**src/rtl/cnt_pkg.sv**
```systemverilog
package cnt_pkg;

    // Operation selected for the coming rising edge, lowest to highest priority
    typedef enum logic [1:0] {
        OP_HOLD  = 2'd0,
        OP_COUNT = 2'd1,
        OP_LOAD  = 2'd2,
        OP_CLEAR = 2'd3
    } cnt_op_e;

    // Terminal value of the count for a given width and modulus choice
    function automatic int unsigned term_of(input int unsigned width, input bit decade);
        if (decade)
            return 9;
        else
            return (1 << width) - 1;
    endfunction

endpackage

```
**src/rtl/cnt_op_decode.sv**
```systemverilog
module cnt_op_decode
    import cnt_pkg::*;
#(
    parameter bit SYNC_CLEAR = 1'b1
) (
    input  logic    clr_n,
    input  logic    load_n,
    input  logic    en_p,
    input  logic    en_t,
    output cnt_op_e op
);

    logic clr_req;

    generate
        if (SYNC_CLEAR) begin : g_sync_clr
            assign clr_req = ~clr_n;
        end else begin : g_async_clr
            // Asynchronous clear is handled directly at the register
            assign clr_req = 1'b0;
        end
    endgenerate

    always_comb begin
        if (clr_req)
            op = OP_CLEAR;
        else if (!load_n)
            op = OP_LOAD;
        else if (en_p && en_t)
            op = OP_COUNT;
        else
            op = OP_HOLD;
    end

endmodule

```
**src/rtl/cnt_next_value.sv**
```systemverilog
module cnt_next_value
    import cnt_pkg::*;
#(
    parameter int unsigned WIDTH  = 4,
    parameter bit          DECADE = 1'b1
) (
    input  cnt_op_e            op,
    input  logic [WIDTH-1:0]   cur,
    input  logic [WIDTH-1:0]   din,
    output logic [WIDTH-1:0]   nxt
);

    localparam logic [WIDTH-1:0] TERM = WIDTH'(term_of(WIDTH, DECADE));
    localparam logic [WIDTH-1:0] ONE  = WIDTH'(1);

    logic [WIDTH-1:0] succ;

    // Successor: terminal value goes to 0; values past terminal (decimal
    // mode) keep incrementing and roll over naturally at the top of the range
    always_comb begin
        if (cur == TERM)
            succ = '0;
        else
            succ = cur + ONE;
    end

    always_comb begin
        unique case (op)
            OP_CLEAR: nxt = '0;
            OP_LOAD:  nxt = din;
            OP_COUNT: nxt = succ;
            OP_HOLD:  nxt = cur;
            default:  nxt = cur;
        endcase
    end

endmodule

```
**src/rtl/cnt_carry.sv**
```systemverilog
module cnt_carry
    import cnt_pkg::*;
#(
    parameter int unsigned WIDTH  = 4,
    parameter bit          DECADE = 1'b1
) (
    input  logic [WIDTH-1:0] cur,
    input  logic             en_t,
    output logic             carry
);

    localparam logic [WIDTH-1:0] TERM = WIDTH'(term_of(WIDTH, DECADE));

    always_comb begin
        carry = en_t && (cur == TERM);
    end

endmodule

```
**src/rtl/sync_preset_counter.sv**
```systemverilog
module sync_preset_counter
    import cnt_pkg::*;
#(
    parameter int unsigned WIDTH      = 4,
    parameter bit          DECADE     = 1'b1,
    parameter bit          SYNC_CLEAR = 1'b1
) (
    input  logic             clk,
    input  logic             clr_n,
    input  logic             load_n,
    input  logic [WIDTH-1:0] din,
    input  logic             cnt_en_p,
    input  logic             cnt_en_t,
    output logic [WIDTH-1:0] q,
    output logic             carry_out
);

    cnt_op_e          op;
    logic [WIDTH-1:0] state_q;
    logic [WIDTH-1:0] state_d;
    logic             carry_w;

    cnt_op_decode #(
        .SYNC_CLEAR (SYNC_CLEAR)
    ) u_decode (
        .clr_n  (clr_n),
        .load_n (load_n),
        .en_p   (cnt_en_p),
        .en_t   (cnt_en_t),
        .op     (op)
    );

    cnt_next_value #(
        .WIDTH  (WIDTH),
        .DECADE (DECADE)
    ) u_next (
        .op  (op),
        .cur (state_q),
        .din (din),
        .nxt (state_d)
    );

    cnt_carry #(
        .WIDTH  (WIDTH),
        .DECADE (DECADE)
    ) u_carry (
        .cur   (state_q),
        .en_t  (cnt_en_t),
        .carry (carry_w)
    );

    // State register: clear style chosen at build time
    generate
        if (SYNC_CLEAR) begin : g_reg_sync
            always_ff @(posedge clk) begin
                state_q <= state_d;
            end
        end else begin : g_reg_async
            always_ff @(posedge clk or negedge clr_n) begin
                if (!clr_n)
                    state_q <= '0;
                else
                    state_q <= state_d;
            end
        end
    endgenerate

    // Outputs
    always_comb begin
        q         = state_q;
        carry_out = carry_w;
    end

endmodule

```
**config.mk**
```make
export PLATFORM = sky130hd
export DESIGN_NAME = sync_preset_counter
export DESIGN_NICKNAME = d
export VERILOG_FILES = /design/src/rtl/cnt_pkg.sv /design/src/rtl/cnt_op_decode.sv /design/src/rtl/cnt_next_value.sv /design/src/rtl/cnt_carry.sv /design/src/rtl/sync_preset_counter.sv
export SDC_FILE = /design/constraint.sdc
export NUM_CORES = 1
export LEC_CHECK = 0
export ABC_AREA = 0
export BUFFER_PORTS_ARGS = -buffer_cell sky130_fd_sc_hd__buf_2
export CAP_MARGIN = 20
export CELL_PAD_IN_SITES_DETAIL_PLACEMENT = 1
export CELL_PAD_IN_SITES_GLOBAL_PLACEMENT = 1
export CORE_AREA = 2 2 39 41
export CTS_CLUSTER_DIAMETER = 80
export DETAILED_ROUTE_END_ITERATION = 12
export DIE_AREA = 0 0 41 43
export PLACE_DENSITY = 0.59
export SETUP_SLACK_MARGIN = 0.3
export SLEW_MARGIN = 20
export SYNTH_ARGS = -nofsm -noshare
export SYNTH_HDL_FRONTEND = slang
export SYNTH_HIERARCHICAL = 1
export SYNTH_SLANG_ARGS = --single-unit
```
**constraint.sdc**
```tcl
create_clock -name clk -period 0.9 [get_ports clk]
set_input_delay 0.135 -clock clk [delete_from_list [all_inputs] [get_ports clk]]
set_output_delay 0.135 -clock clk [all_outputs]
set_load 0.03 [all_outputs]
```
# Word-level counts from Yosys, hierarchy flattened
# Index checks and enable logic that the tools add are counted.
[totals]
register_bits = 4
inputBits = 9
output_inout_bits = 5
word_cells = 14
[op_classes]
addsub = 1
n_eq_ne = 4
mux = 5
reduce_logical = 3
[op_table]
columns = ["cell", "n"]
rows = [
  ["$pmux W4 S3", 1],
  ["$add A4 B1 Y4 const B", 1],
  ["$eq A2 B2 Y1 const B", 2],
  ["$eq A4 B4 Y1 const B", 1],
  ["$mux W2", 2],
  ["$mux W4", 1],
  ["$eq A2 B1 Y1 const B", 1],
  ["$logic_and A1 B1 Y1", 2],
  ["$logic_not A2 Y1", 1],
  ["$mux W1", 1],
]

# Longest topological paths before layout
# Gate-level depths: netlist of run 1.
[depth]
word_depth = 6
depth_mapped = 5
ltp_nobuf = 5

# By module
# Netlist of run 1, hierarchy kept.
[by_module_without_submodules]
columns = ["mod", "instances", "cells_each", "area_each_um2", "seq_area_each_um2"]
rows = [
  ["cnt_next_value", 1, 18, 153.9, 0.0],
  ["sync_preset_counter", 1, 4, 80.1, 80.1],
  ["cnt_carry", 1, 2, 12.5, 0.0],
  ["cnt_op_decode", 1, 3, 12.5, 0.0],
]

# Worst setup path after synthesis of run 1
# Ideal clock, no wire load.
[synth_timing]
kind = "register to output"
startpoint = "register state_q[0] (netlist: q[0])"
endpoint = "output port carry_out"
arrival_time_ns = 1.149
required_time_ns = 0.765
setup_slack_ns = -0.384
stages_incl_launch_ff = 3
path_buffers = 0
path_cell_list = "dfxtp_1 nand4b_1 nor2_1"
[synth_between]
elab_chain_cells = 2
[synth_rtl]
columns = ["element", "line_no", "rtl"]
rows = [
  ["start, declared", "sync_preset_counter.sv:19", "logic [WIDTH-1:0] state_q;"],
  ["start signal, assigned", "sync_preset_counter.sv:56", "state_q <= state_d;"],
  ["$eq A4 B4 Y1", "cnt_carry.sv:15", "carry = en_t && (cur == TERM);"],
  ["$logic_and A1 B1 Y1", "cnt_carry.sv:15", ""],
  ["end, declared", "sync_preset_counter.sv:15", "output logic carry_out"],
]
# No other way between the ends.

# Worst setup path in the final report of run 1
[layout_timing]
startpoint = "register state_q[2] (netlist: q[2])"
endpoint = "output port carry_out"
# The elaborated chain is that of the path after synthesis.

==> results.json, run 1 <==
{
  "ctsHoldBuffers": 0,
  "rrSetupSlack_ns": -0.15,
  "start_util_pct": 18.7,
  "ys_seq_area_share_pct": 30.9,
  "synth_compound_area_share_pct": 13.0,
  "holdWs_ns": 0.191,
  "cp-end-kind": "output port",
  "worstHoldPathType": "in -> reg",
  "drt_iter0_drc": 1,
  "hold_violations": 0,
  "top_usage_layer": "met2",
  "synthXorXnorAreaFrac_pct": 6.76,
  "ys_types": 15,
  "clk_latency_ns": 0.23,
  "worstPathMaxFanout": 2,
  "first_pass_iters": 2,
  "fp-row-count": 14,
  "drive_above_1_share_pct": 75.9,
  "ys_warn_count": 6,
  "grt_pass1_vias": 301,
  "coreArea_um2": 1380,
  "path_cells": "nand4b_1, nor2_4, buf_6",
  "worst_path_max_delay_cell": "dfxtp_2",
  "cts-buffers-inserted": 3,
  "globalRouteMet1Util_pct": 14.2,
  "dieArea_um2": 1760,
  "synthMuxAreaShare_pct": 15.5,
  "critPathLaunchType": "flip-flop",
  "drc": 0,
  "grt_util_all_layers_pct": 11.1,
  "met2_usage_pct": 16.9,
  "tns_ns": -1.22,
  "ys_ff_latch": 4,
  "mappedNetlistArea_um2": 259,
  "num_io_pins": 14,
  "crit_path_end": "carry_out",
  "max_freq_ghz": 0.888,
  "die_w_um": 41,
  "slew_headroom_pct": 80.3,
  "cts_num_sinks": 4,
  "grt_max_degree": 6,
  "violations": "negative setup slack",
  "slowest_delay_ns": 0.31,
  "fin_crit_sh_pct": 125,
  "crit_cells": 3,
  "r2r_cells": 5,
  "maxCapViolCount": 0,
  "die_height_um": 43,
  "wirelength_um": 852,
  "critPathBufInv": 1,
  "syn-num-nets": 38,
  "synth_top_area_share_pct": 30.9,
  "critical_path_class": "reg -> out",
  "h-tree-depth": 1,
  "setup_viol": 9,
  "gp_congestion": 0.660,
  "r2r_start": "q[0]",
  "synth_area_leaders": "dfxtp_1, mux2i_1, ha_1, o22ai_1, buf_6",
  "p_leak_nw": 0.273,
  "syn_inst": 27,
  "area_growth_pct": 118,
  "wl_per_cell_um": 12.2,
  "status": "complete, but fails checks",
  "io_buffers": 13,
  "worst_pin_slew_ns": 0.295,
  "via_per_inst": 4.36,
  "synth_top_family_by_area": "simple AND/OR/NAND/NOR gates",
  "synthSimpleGateAreaFrac_pct": 18.4,
  "power-per-cell-area_nw_per_um2": 1320,
  "vias": 305,
  "grt_pass1_wl_um": 1280,
  "synth_top_area_cell": "dfxtp_1",
  "clkTransAtPathRegs_ns": 0.04,
  "worst_slack_ns": -0.227,
  "arrival_ns": 0.99,
  "rsz0062_at_grt": "yes",
  "dpl.hpwl_um": 591,
  "synth-adder-area-share_pct": 9.66,
  "rr_endpoint": "q[1]",
  "root_buffer": "clkbuf_4",
  "antenna_found_initial": 0,
  "crit_family": "simple AND/OR/NAND/NOR gates",
  "cts_tree": "built",
  "crit_required_ns": 0.76,
  "final.setup_skew_ns": 0.00113,
  "crit_path_start": "q[2]",
  "ir_worst_vdd_v": 0.000613,
  "syn-mean-instance-area_um2": 9.59,
  "n_antenna_cell": 0,
  "layout_min_cycle_time_ns": 1.13,
  "grtUsageMet3_pct": 4.71,
  "ant_nets": 0,
  "overflow": 0,
  "nNetsFinal": 67,
  "largest_reg_flops": 4,
  "cts_buffer_depth": 2,
  "drv_slew": 0
}
[worst min-delay path, cell delays in order]
cell     delay (ns)
buf_2          0.07
mux2i_1        0.06
o22ai_1        0.11
[cells by family after synthesis]
family / after synthesis
flops: 4
simple gates: 8
fa+ha+maj: 2
mux: 4
compound gates: 5
buf+inv: 2
xor+xnor: 2
[where the power goes]
group / switching [mW] / total [mW] / internal [mW]
clock network: 0.0635 / 0.212 / 0.149
registers: 0.0228 / 0.221 / 0.199
logic: 0.138 / 0.315 / 0.177
total: 0.224 / 0.749 / 0.525
[cell type report]
| type | count | area [um^2] |
|---|---|---|
| timing repair buffer | 25 | 218 |
| fill | 161 | 818 |
| multi-input combinational | 21 | 211 |
| sequential | 4 | 90.1 |
| inverter | 1 | 3.75 |
| tap | 16 | 20.0 |
| clock buffer | 3 | 22.5 |
[synth_stat cells (all sizes together)]
master	n
buf	1
dfxtp	4
ha	2
inv	1
mux2i	4
nand2	3
nand3	2
nand4b	1
nor2	1
nor2b	1
o21ai	1
o22ai	4
xnor2	1
xor2	1
[cell usage in the layout, fill, tap and decap left out]
cell type  netlist  layout
mux2i_1          4       4
buf_4            0       6
buf_6            1      10
inv_2            0       1
buf_12           0       1
ha_1             2       1
nand2_1          3       2
buf_2            0       8
nor2_4           0       1
ha_4             0       1
dfxtp_2          0       2
dfxtp_4          0       2
o21ai_4          0       1
clkbuf_4         0       3
nor2b_2          1       1
o22ai_1          4       2
nand3_2          1       1
xnor2_1          1       1
nand4b_1         1       1
xor2_1           1       1
nand3_1          1       1
o22ai_2          0       2
nand2_4          0       1
[per-stage QoR]
step	instances	util, %	setup slack [ns]	power (mW)	instance area, um^2
finish	70	40.9	-0.227	0.749	566
global route	70	40.9	-0.269	0.804	566
CTS	70	40.1	-0.229	0.750	556
detailed placement	62	30.2	-0.125	0.430	418
global placement	62	30.2	-0.108	0.426	418
floorplan	27	-	-0.0947	0.339	292
[how the worst min path moves through the flow]
stage,from,end,slack [ns],cells past startpoint
3_3_place_gp,din[3],q[3],0.43,3
3_5_place_dp,din[0],q[0],0.43,3
5_1_grt,din[1],q[1],0.21,3
6_report,din[0],q[0],0.19,3
4_1_cts,din[0],q[0],0.19,3
2_1_floorplan,din[0],q[0],0.33,2
[per-layer routing]
layer	routed length, um	vias up
met3	33	0
met2	465	8
met1	353	144
li1	-	153
met5	0	-
met4	0	0
[repair_timing]
| item | 4_1_cts | 5_1_grt |
|---|---|---|
| buffers inserted | 5 | 0 |
| resized for setup | 17 | 2 |
| endpoints found under the setup margin | 9 | 9 |
| pin swaps | 9 | 1 |
No activity file was read; power rests on OpenSTA's default activity.
==> inputs of run 2 (changes only) <==
Settings changed: CAP_MARGIN 20 to default, PLACE_DENSITY 0.59 to default, PLACE_DENSITY_LB_ADDON from default to 0.1.
==> run 2 against run 1 <==
  * The run still ends with negative setup slack left
  * Sequential power fell by 3%
  * First-iteration DRC count decreased by 100%
  * Clock skew is essentially flat
  * Worst setup slack got worse by 0.021 ns
  * Register-to-register slack is essentially flat
  * Final area decreased by 3.5%
  * Die area unchanged
  * Critical path depth did not move
  * Routed wire length fell by 3.9%
  * Final cell count unchanged
  * Via count did not move
  * Critical path type unchanged
  * Critical endpoint unchanged
  * Largest cell class is now multi-input combinational cells
==> results.json, run 2 (synthesis gave the netlist of run 1 again) <==
{
  "clkTransAtPathRegs_ns": 0.04,
  "drc": 0,
  "layout_common_cells": "buf_4, buf_2, buf_6",
  "fillCellCount": 166,
  "stdcell_count": 70,
  "r2r_cells": 5,
  "clk_latency_ns": 0.23,
  "ant_nets": 0,
  "root_buffer": "clkbuf_4",
  "ir_worst_vdd_v": 0.000588,
  "first_pass_iters": 1,
  "slew_headroom_pct": 80.5,
  "die_height_um": 43,
  "place_inst": 60,
  "wirelength_um": 819,
  "h-tree-depth": 1,
  "drive_above_1_share_pct": 75.9,
  "dpl.hpwl_um": 647,
  "power.total_mw": 0.725,
  "worst_pin_slew_ns": 0.291,
  "cts_num_sinks": 4,
  "hold_end": "q[0]",
  "worstHoldPathCells": 3,
  "p_leak_nw": 0.265,
  "io_buffers": 13,
  "start_util_pct": 18.7,
  "num_io_pins": 14,
  "worst_slack_ns": -0.247,
  "violations": "negative setup slack",
  "rsz0062_at_grt": "yes",
  "coreArea_um2": 1380,
  "vias": 305,
  "wl_per_cell_um": 11.7,
  "rr_endpoint": "q[0]",
  "overflow": 0,
  "die_w_um": 41,
  "grt_max_degree": 6,
  "max_freq_ghz": 0.872,
  "antenna_found_initial": 0,
  "via_per_inst": 4.36,
  "cp-end-kind": "output port",
  "critical_path_class": "reg -> out",
  "arrival_ns": 1.01,
  "grt_pass1_wl_um": 1300,
  "r2r_start": "q[0]",
  "layout_min_cycle_time_ns": 1.15,
  "drt_iter0_drc": 0,
  "maxCapViolCount": 0,
  "setup_viol": 8,
  "n_antenna_cell": 0,
  "nNetsFinal": 67,
  "grt_pass1_vias": 296,
  "area_growth_pct": 111,
  "cts_buffer_depth": 2,
  "drv_slew": 0,
  "hold_violations": 0,
  "rrSetupSlack_ns": -0.14,
  "largest_reg_flops": 4,
  "gp_congestion": 0.690,
  "worstPathMaxFanout": 2,
  "layout_commonest_cell": "buf_4",
  "holdWs_ns": 0.186,
  "place_ws_ns": -0.141,
  "min_from": "din[0]",
  "worstHoldPathType": "in -> reg",
  "dieArea_um2": 1760,
  "grt_util_all_layers_pct": 11.9,
  "cts-buffers-inserted": 3,
  "cts_tree": "built",
  "status": "complete, but fails checks",
  "critPathLaunchType": "flip-flop",
  "final.setup_skew_ns": 0.00113,
  "power-per-cell-area_nw_per_um2": 1330,
  "crit_required_ns": 0.76,
  "fp-row-count": 14,
  "fin_crit_sh_pct": 127
}
## run 2: layout make-up
type                            instances  area [um^2]  area share, %
Timing Repair Buffer                   25          198           36.2
Clock buffer                            3         22.5           4.13
Tap cell                               16         20.0           3.67
Multi-Input combinational cell         21          209           38.3
Inverter                                1         3.75          0.688
Sequential cell                         4         92.6           17.0
## run 2: worst max path at each step
stage | from | end | slack [ns] | cells past startpoint
finish | q[2] | carry_out | -0.25 | 3
global placement | q[0] | q[3] | -0.12 | 4
CTS | q[2] | carry_out | -0.28 | 3
detailed placement | q[0] | q[1] | -0.14 | 4
floorplan | q[0] | q[3] | -0.09 | 4
global route | q[2] | carry_out | -0.31 | 3
## run 2: report_power, final
group	internal, mW	switching [mW]	leakage (nW)	total [mW]
Clock	0.149	0.0717	0.0138	0.221
Combinational	0.160	0.130	0.216	0.290
Sequential	0.197	0.0171	0.0353	0.214
Total	0.506	0.219	0.265	0.725
## run 2: metrics by stage
stage	utilization (%)	TNS (ns)	instance area, um^2
detailed placement	29.1	-0.675	403
global route	39.4	-1.40	546
finish	39.4	-1.02	546
global placement	29.1	-0.546	403
floorplan	-	-0.462	292
CTS	36.8	-1.14	509
## run 2: layer usage
layer | wire, um | GRT usage (%) | part of all wire [%] | vias to the layer above
met2 | 447 | 18.8 | 55 | 9
met4 | 0 | 8.00 | 0 | 0
met3 | 44 | 4.71 | 5.4 | 0
met1 | 328 | 12.2 | 40 | 144
met5 | 0 | 0 | 0 | -
li1 | - | - | - | 152
## run 2: critical path, stage by stage, from the launching register on
cell	delay [ns]
dfxtp_2	0.31
nand4b_1	0.22
nor2_4	0.12
buf_6	0.13
## run 2: timing repair
item                       CTS  global route
setup buffers                4             3
setup endpoints to repair    9             9
hold buffers                 0             0
hold endpoints to repair     0             0
pin swaps                    9             3
resized for setup           15             3
